### src/rtl/esr_pkg.sv
package esr_pkg;
  typedef enum logic [2:0] {
    PH_IDLE      = 3'd0,
    PH_WINDOW    = 3'd1,
    PH_ERASE     = 3'd2,
    PH_SUSPING   = 3'd3,
    PH_SUSPENDED = 3'd4
  } phase_e;

  localparam logic [7:0] CMD_SUSPEND = 8'hB0;
  localparam logic [7:0] CMD_RESUME  = 8'h30;

  function automatic logic ph_erasing(phase_e p);
    return (p == PH_WINDOW) || (p == PH_ERASE) || (p == PH_SUSPING);
  endfunction
endpackage

### src/rtl/esr_tick_timer.sv
module esr_tick_timer #(
  parameter int LIMIT = 50
) (
  input  logic clk,
  input  logic rst,
  input  logic clear,
  input  logic run,
  input  logic tick,
  output logic hit
);
  localparam int CW = (LIMIT < 2) ? 1 : $clog2(LIMIT + 1);

  logic [CW-1:0] cnt;

  assign hit = run && tick && (cnt == CW'(LIMIT - 1));

  always_ff @(posedge clk) begin
    if (rst || clear)      cnt <= '0;
    else if (hit)          cnt <= '0;
    else if (run && tick)  cnt <= cnt + 1'b1;
  end

  // the count never passes the limit while the timer runs
  AST_TIMER_BOUND: assert property (@(posedge clk) disable iff (rst)
    (run && !clear) |=> (cnt < CW'(LIMIT)));
endmodule

### src/rtl/esr_sector_map.sv
module esr_sector_map #(
  parameter int NSEC = 32,
  parameter int SECW = 5
) (
  input  logic            clk,
  input  logic            rst,
  input  logic            load,
  input  logic [SECW-1:0] load_sec,
  input  logic            clr,
  input  logic [SECW-1:0] look_sec,
  output logic            sel_hit
);
  logic [NSEC-1:0] sel;

  always_ff @(posedge clk) begin
    if (rst || clr) begin
      sel <= '0;
    end else begin
      for (int i = 0; i < NSEC; i++) begin
        if (load && (load_sec == SECW'(i))) sel[i] <= 1'b1;
      end
    end
  end

  assign sel_hit = sel[look_sec];

  AST_SEL_LOADED: assert property (@(posedge clk) disable iff (rst)
    (load && !clr) |=> sel[$past(load_sec)]);
  AST_SEL_CLEARED: assert property (@(posedge clk) disable iff (rst)
    clr |=> (sel == '0));
endmodule

### src/rtl/esr_resp.sv
module esr_resp
  import esr_pkg::*;
(
  input  logic       clk,
  input  logic       rst,
  input  logic       acc_valid,
  input  logic       acc_write,
  input  phase_e     ph,
  input  logic       sel_hit,
  input  logic       prog_busy,
  output logic       resp_valid,
  output logic       resp_status,
  output logic [7:0] resp_word,
  output logic       resp_prog_ok
);
  logic t6_q, t2_q;
  logic erasing, susp, rd, stat;

  assign erasing = ph_erasing(ph);
  assign susp    = (ph == PH_SUSPENDED);
  assign rd      = acc_valid && !acc_write;
  assign stat    = erasing || (susp && sel_hit) || prog_busy;

  always_ff @(posedge clk) begin
    if (rst) begin
      t6_q         <= 1'b0;
      t2_q         <= 1'b0;
      resp_valid   <= 1'b0;
      resp_status  <= 1'b0;
      resp_word    <= '0;
      resp_prog_ok <= 1'b0;
    end else begin
      if (rd && erasing)                     t6_q <= ~t6_q;
      if (rd && sel_hit && (erasing || susp)) t2_q <= ~t2_q;
      resp_valid   <= acc_valid;
      resp_status  <= rd && stat;
      resp_word    <= rd ? {susp, t6_q, 3'b000, t2_q, 2'b00} : 8'h00;
      resp_prog_ok <= acc_valid && acc_write &&
                      ((ph == PH_IDLE) || (susp && !sel_hit));
    end
  end

  AST_DQ6_STEADY: assert property (@(posedge clk) disable iff (rst)
    (rd && susp) |=> $stable(t6_q));
  AST_DQ6_FLIP: assert property (@(posedge clk) disable iff (rst)
    (rd && erasing) |=> (t6_q != $past(t6_q)));
endmodule

### src/rtl/esr_ctrl.sv
module esr_ctrl
  import esr_pkg::*;
#(
  parameter int NSEC    = 32,
  parameter int WIN_US  = 50,
  parameter int SUSP_US = 20,
  localparam int SECW   = (NSEC < 2) ? 1 : $clog2(NSEC)
) (
  input  logic            clk,
  input  logic            rst,
  input  logic            tick_us,
  input  logic            se_load,
  input  logic [SECW-1:0] se_sector,
  input  logic            cmd_valid,
  input  logic [7:0]      cmd_byte,
  input  logic            chip_busy,
  input  logic            prog_busy,
  input  logic            eng_halted,
  input  logic            erase_done,
  input  logic            acc_valid,
  input  logic            acc_write,
  input  logic [SECW-1:0] acc_sector,
  output logic [2:0]      phase,
  output logic            busy,
  output logic            eng_run,
  output logic            eng_pause,
  output logic            resp_valid,
  output logic            resp_status,
  output logic [7:0]      resp_word,
  output logic            resp_prog_ok
);
  phase_e ph, ph_n;
  logic   susp_ok, resume_ok, win_hit, sus_hit, load_ok, clr_sel, sel_hit;

  assign susp_ok   = cmd_valid && (cmd_byte == CMD_SUSPEND) && !chip_busy &&
                     !prog_busy && ((ph == PH_WINDOW) || (ph == PH_ERASE));
  assign resume_ok = cmd_valid && (cmd_byte == CMD_RESUME) && (ph == PH_SUSPENDED);
  assign load_ok   = se_load && ((ph == PH_IDLE) || (ph == PH_WINDOW));
  assign clr_sel   = (ph == PH_ERASE) && erase_done && !susp_ok;

  esr_tick_timer #(.LIMIT(WIN_US)) u_win (
    .clk(clk), .rst(rst), .clear(se_load || (ph != PH_WINDOW)),
    .run(ph == PH_WINDOW), .tick(tick_us), .hit(win_hit));

  esr_tick_timer #(.LIMIT(SUSP_US)) u_sus (
    .clk(clk), .rst(rst), .clear(ph != PH_SUSPING),
    .run(ph == PH_SUSPING), .tick(tick_us), .hit(sus_hit));

  esr_sector_map #(.NSEC(NSEC), .SECW(SECW)) u_map (
    .clk(clk), .rst(rst), .load(load_ok), .load_sec(se_sector),
    .clr(clr_sel), .look_sec(acc_sector), .sel_hit(sel_hit));

  esr_resp u_resp (
    .clk(clk), .rst(rst), .acc_valid(acc_valid), .acc_write(acc_write),
    .ph(ph), .sel_hit(sel_hit), .prog_busy(prog_busy),
    .resp_valid(resp_valid), .resp_status(resp_status),
    .resp_word(resp_word), .resp_prog_ok(resp_prog_ok));

  always_comb begin
    ph_n = ph;
    unique case (ph)
      PH_IDLE:      if (se_load) ph_n = PH_WINDOW;
      PH_WINDOW:    if (susp_ok)       ph_n = PH_SUSPENDED;
                    else if (se_load)  ph_n = PH_WINDOW;
                    else if (win_hit)  ph_n = PH_ERASE;
      PH_ERASE:     if (susp_ok)         ph_n = PH_SUSPING;
                    else if (erase_done) ph_n = PH_IDLE;
      PH_SUSPING:   if (eng_halted || sus_hit) ph_n = PH_SUSPENDED;
      PH_SUSPENDED: if (resume_ok) ph_n = PH_ERASE;
      default:      ph_n = PH_IDLE;
    endcase
  end

  always_ff @(posedge clk) begin
    if (rst) ph <= PH_IDLE;
    else     ph <= ph_n;
  end

  assign phase     = ph;
  assign busy      = ph_erasing(ph);
  assign eng_run   = (ph == PH_ERASE);
  assign eng_pause = (ph == PH_SUSPING) || (ph == PH_SUSPENDED);

  AST_WIN_SUSP_NOW: assert property (@(posedge clk) disable iff (rst)
    ((ph == PH_WINDOW) && cmd_valid && (cmd_byte == CMD_SUSPEND) &&
     !chip_busy && !prog_busy) |=> (phase == 3'd4));
  AST_SUSP_IGNORED: assert property (@(posedge clk) disable iff (rst)
    ((ph == PH_ERASE) && cmd_valid && (cmd_byte == CMD_SUSPEND) &&
     (chip_busy || prog_busy) && !erase_done) |=> (phase == 3'd2));
  AST_SUSP_LIMIT: assert property (@(posedge clk) disable iff (rst)
    ((ph == PH_SUSPING) && sus_hit) |=> (phase == 3'd4));
  AST_RESUME_GO: assert property (@(posedge clk) disable iff (rst)
    ((ph == PH_SUSPENDED) && cmd_valid && (cmd_byte == CMD_RESUME))
    |=> eng_run);
  AST_HOLD_SUSPENDED: assert property (@(posedge clk) disable iff (rst)
    ((ph == PH_SUSPENDED) && !(cmd_valid && (cmd_byte == CMD_RESUME)))
    |=> (phase == 3'd4));
endmodule

### config.mk
export PLATFORM = sky130hd
export DESIGN_NAME = esr_ctrl
export DESIGN_NICKNAME = d
export VERILOG_FILES = /design/src/rtl/esr_pkg.sv /design/src/rtl/esr_tick_timer.sv /design/src/rtl/esr_sector_map.sv /design/src/rtl/esr_resp.sv /design/src/rtl/esr_ctrl.sv
export SDC_FILE = /design/constraint.sdc
export NUM_CORES = 1
export LEC_CHECK = 0
export ABC_AREA = 1
export BUFFER_PORTS_ARGS = -buffer_cell sky130_fd_sc_hd__buf_4
export CAP_MARGIN = 10
export CORE_MARGIN = 3
export CORE_UTILIZATION = 45
export DETAILED_ROUTE_END_ITERATION = 10
export GPL_ROUTABILITY_DRIVEN = 0
export PLACE_DENSITY = 0.67
export SYNTH_ARGS = -nofsm -noshare
export SYNTH_HDL_FRONTEND = slang
export SYNTH_SLANG_ARGS = --single-unit
### constraint.sdc
create_clock -name clk -period 1.85 [get_ports clk]
set_input_delay 0.37 -clock clk [delete_from_list [all_inputs] [get_ports clk]]
set_output_delay 0.37 -clock clk [all_outputs]
set_load 0.05 [all_outputs]
==> impl_metrics.csv <==
group,metric,value,unit
outcome,status,"finished, final reports clean",
worst_setup_path,cp.arrival,1.39,ns
detailed_routing,post_drt_wl_per_cell,12.8,µm
logic_synthesis,yosysUniqueCellTypes,30,
sta,worst_slew_pin_slew,0.549,ns
worst_setup_path,worstSetupPathType,"flop to output port",
clock_network,cts_max_level,2,
pwr,power_leakage,1.34,nW
grt,overflow,0,
worst_setup_path,worstPathCellList,"inv_2 -> nand3_1 -> inv_1 -> buf_4",
logic_synthesis,synth_seq_area_share,40.1,%
die,die_area,6950,µm²
job,cap_violations,0,
layout,n_fill_cell,556,
clock_network,cts_root_buf,"clkbuf_8",
die,dieWidth,83.4,µm
logic_synthesis,ys_seq_elements,54,
logic_synthesis,netlist_instances,383,
grt,grt_pass1_vias,2386,
clock_network,clkTransAtPathRegs,0.09,ns
clock_network,cts_setup_buffers,0,
detailed_routing,drt.antenna.violating_nets,0,
logic_synthesis,ys_warn_count,0,
sta,final-setup-viol-count,0,
clock_network,cts_made_buffers,5,
layout,fin_nets,451,
grt,grt_max_degree,33,
detailed_routing,route.met2.wl,3010,µm
worst_setup_path,max_stage_delay,0.47,ns
logic_synthesis,synth_area_per_cell,7.04,µm²
place,hpwl,4660,µm
logic_synthesis,ys_top_cells_by_area,"dfxtp_1 40%, nand2_1 9.9%, nor2_1 9.3%",
sta,setup_tns,0,ns
layout,area_delta_synth_final,16.7,%
detailed_routing,highest_layer,"met4",
die,io_pins,46,
detailed_routing,viasPerCell,5.08,
place,io_buffers,40,
detailed_routing,wl_met3,280,µm
worst_hold_path,min_path_type,"input pin to flop",
sta,hold_viol,0,
sta,fmaxAchievable,567,MHz
die,rows,27,
logic_synthesis,synth_area,2700,µm²
logic_synthesis,synth_top_area_share,40.1,%
detailed_routing,dr_total_vias,2492,
grt,grt_pass1_wl,10800,µm
detailed_routing,drt_iter0_markers,99,
grt,antenna_found_initial,0,
clock_network,clk_path_buf_depth,2,
clock_network,clkLatencyLatePin,0.31,ns
layout,layout-drive-gt1-share,17.9,%
worst_setup_path,crit_slowest_cell,"dfxtp_2",
worst_setup_path,end_kind,"output port",
detailed_routing,met1_length,2890,µm
clock_network,cts_tree,"done",
pwr,ir_worst_vdd,594,µV
sta,slew_headroom,63.4,%
detailed_routing,first_pass_iters,4,
die,start_util,47.8,%
die,core_area,5640,µm²
worst_setup_path,critPathTopFamily,"flip-flops",
layout,antenna_cells,0,
grt,gr-usage-all-layers,18.5,%
clock_network,cts.sinks,54,
detailed_routing,drc,0,
detailed_routing,drt_wl_total,6290,µm
die,die_height,83.4,µm
sta,fin_crit,1.76,ns
worst_setup_path,reg2reg_setup_slack,0.12,ns
worst_setup_path,worst-path-max-fanout,8,
sta,timing.final.ws_setup,0.0873,ns
sta,fin_crit_sh,95.3,%
sta,maxSlewViolCount,0,
pwr,p_per_area,1060,nW/µm²
logic_synthesis,synth_area_leader_cell,"dfxtp_1",
place,place_ws,0.101,ns
worst_setup_path,startpoint_type,"flop",
sta,grt_setup_unrepaired,"false",
sta,skew,0.00614,ns
worst_setup_path,cp_num_buf_inv,3,
worst_setup_path,worst_ep_required_time,1.48,ns
-- synthesized netlist by cell type --
library cell  count
or2_2             3
buf_2             1
inv_1            35
a21oi_1          15
nand4_1           5
a21oi_2           1
nor3b_1           2
xor2_1            1
buf_6             3
nor2_1           67
inv_2             5
a31oi_1          31
nand3_2           3
nor2_2            1
nand3_1          47
clkinv_1          1
xnor2_1           2
conb_1            1
clkbuf_1          6
nand2_1          71
nor3_2            3
ha_1              3
nor3_1            2
o21ai_0           6
or2_0             1
nor2_4            3
o31ai_4           1
buf_4             8
dfxtp_1          54
nand3b_1          1
-- stage by stage --
stage	hold slack, ns	util [%]	cells	area [µm²]	total power [mW]
2_1_floorplan	0.427	-	387	2720	2.21
5_1_grt	0.233	55.8	491	3150	3.52
6_report	0.234	55.8	491	3150	3.33
3_3_place_gp	0.443	53.6	484	3030	2.50
4_1_cts	0.226	55.7	491	3140	3.34
3_5_place_dp	0.443	53.6	484	3030	2.52
-- state kept, by name (all words and copies together), names as in the netlist --
name	count
u_map.sel	32
u_win.cnt	6
u_sus.cnt	5
phase	3
u_resp.resp_word	3
u_resp.resp_prog_ok	1
u_resp.resp_status	1
u_resp.resp_valid	1
u_resp.t2_q	1
u_resp.t6_q	1
-- worst register-to-register path, delay by kind of cell, from the launching register on --
| kind | cells | cell delay (ns) |
|---|---|---|
| AO/OA/AOI/OAI | 2 | 0.59 |
| buffers and inverters | 2 | 0.33 |
| flip-flops | 1 | 0.47 |
| AND/OR/NAND/NOR | 2 | 0.23 |
-- placed cells by master (no fill, tap or decap), drive strengths merged --
master | Yosys | final
buf | 12 | 43
nand4 | 5 | 5
a31oi | 31 | 31
o31ai | 1 | 1
nand2 | 71 | 71
clkinv | 1 | 1
dfxtp | 54 | 54
o21ai | 6 | 6
nor3b | 2 | 2
nor3 | 5 | 5
clkbuf | 6 | 6
nor2 | 71 | 71
or2 | 4 | 4
ha | 3 | 3
inv | 40 | 40
nand3b | 1 | 1
xor2 | 1 | 1
bufinv | 0 | 1
nand3 | 50 | 50
a21oi | 16 | 16
xnor2 | 2 | 2
conb | 1 | 5
-- metal layers --
metal | global-route usage (%) | vias to the layer above
met3 | 4.07 | 10
met4 | 6.24 | 0
met2 | 31.0 | 52
met1 | 23.5 | 1116
met5 | 0 | -
li1 | - | 1314
-- where the power goes --
group	switching [mW]	internal [mW]
clock	0.381	0.433
sequential	0.0928	1.23
combinational	0.832	0.363
-- cell families after synthesis --
family	share of synthesized area [%]
AOI/OAI and AO/OA	12.2
xor gates and xnor gates	0.975
adders and majority gates	1.39
buffers and inverters	10.2
DFF	40.1
other	0.139
and+or+nand+nor	35.0
-- final cells by class --
cell class | instances | area (µm²) | area share [%]
Clock buffer | 6 | 82.6 | 2.63
Multi-Input combinational cell | 274 | 1370 | 43.5
Timing Repair Buffer | 43 | 335 | 10.7
Clock inverter | 1 | 30.0 | 0.955
Sequential cell | 54 | 1080 | 34.5
Inverter | 41 | 154 | 4.89
Tap cell | 72 | 90.1 | 2.86
-- final timing paths --
path | to | cells after the start | start
worst max-delay path | eng_run | 4 | phase[2]
worst min-delay path | u_resp.t6_q | 2 | rst
worst max register to register | u_map.sel[17] | 6 | phase[2]
worst min register to register | u_resp.resp_word[6] | 2 | u_resp.t6_q
-- what timing repair did --
item	CTS	global route
resized for setup	1	1
endpoints found under the setup margin	1	1
hold buffers	0	0
No activity file was read; power rests on OpenSTA's default activity.
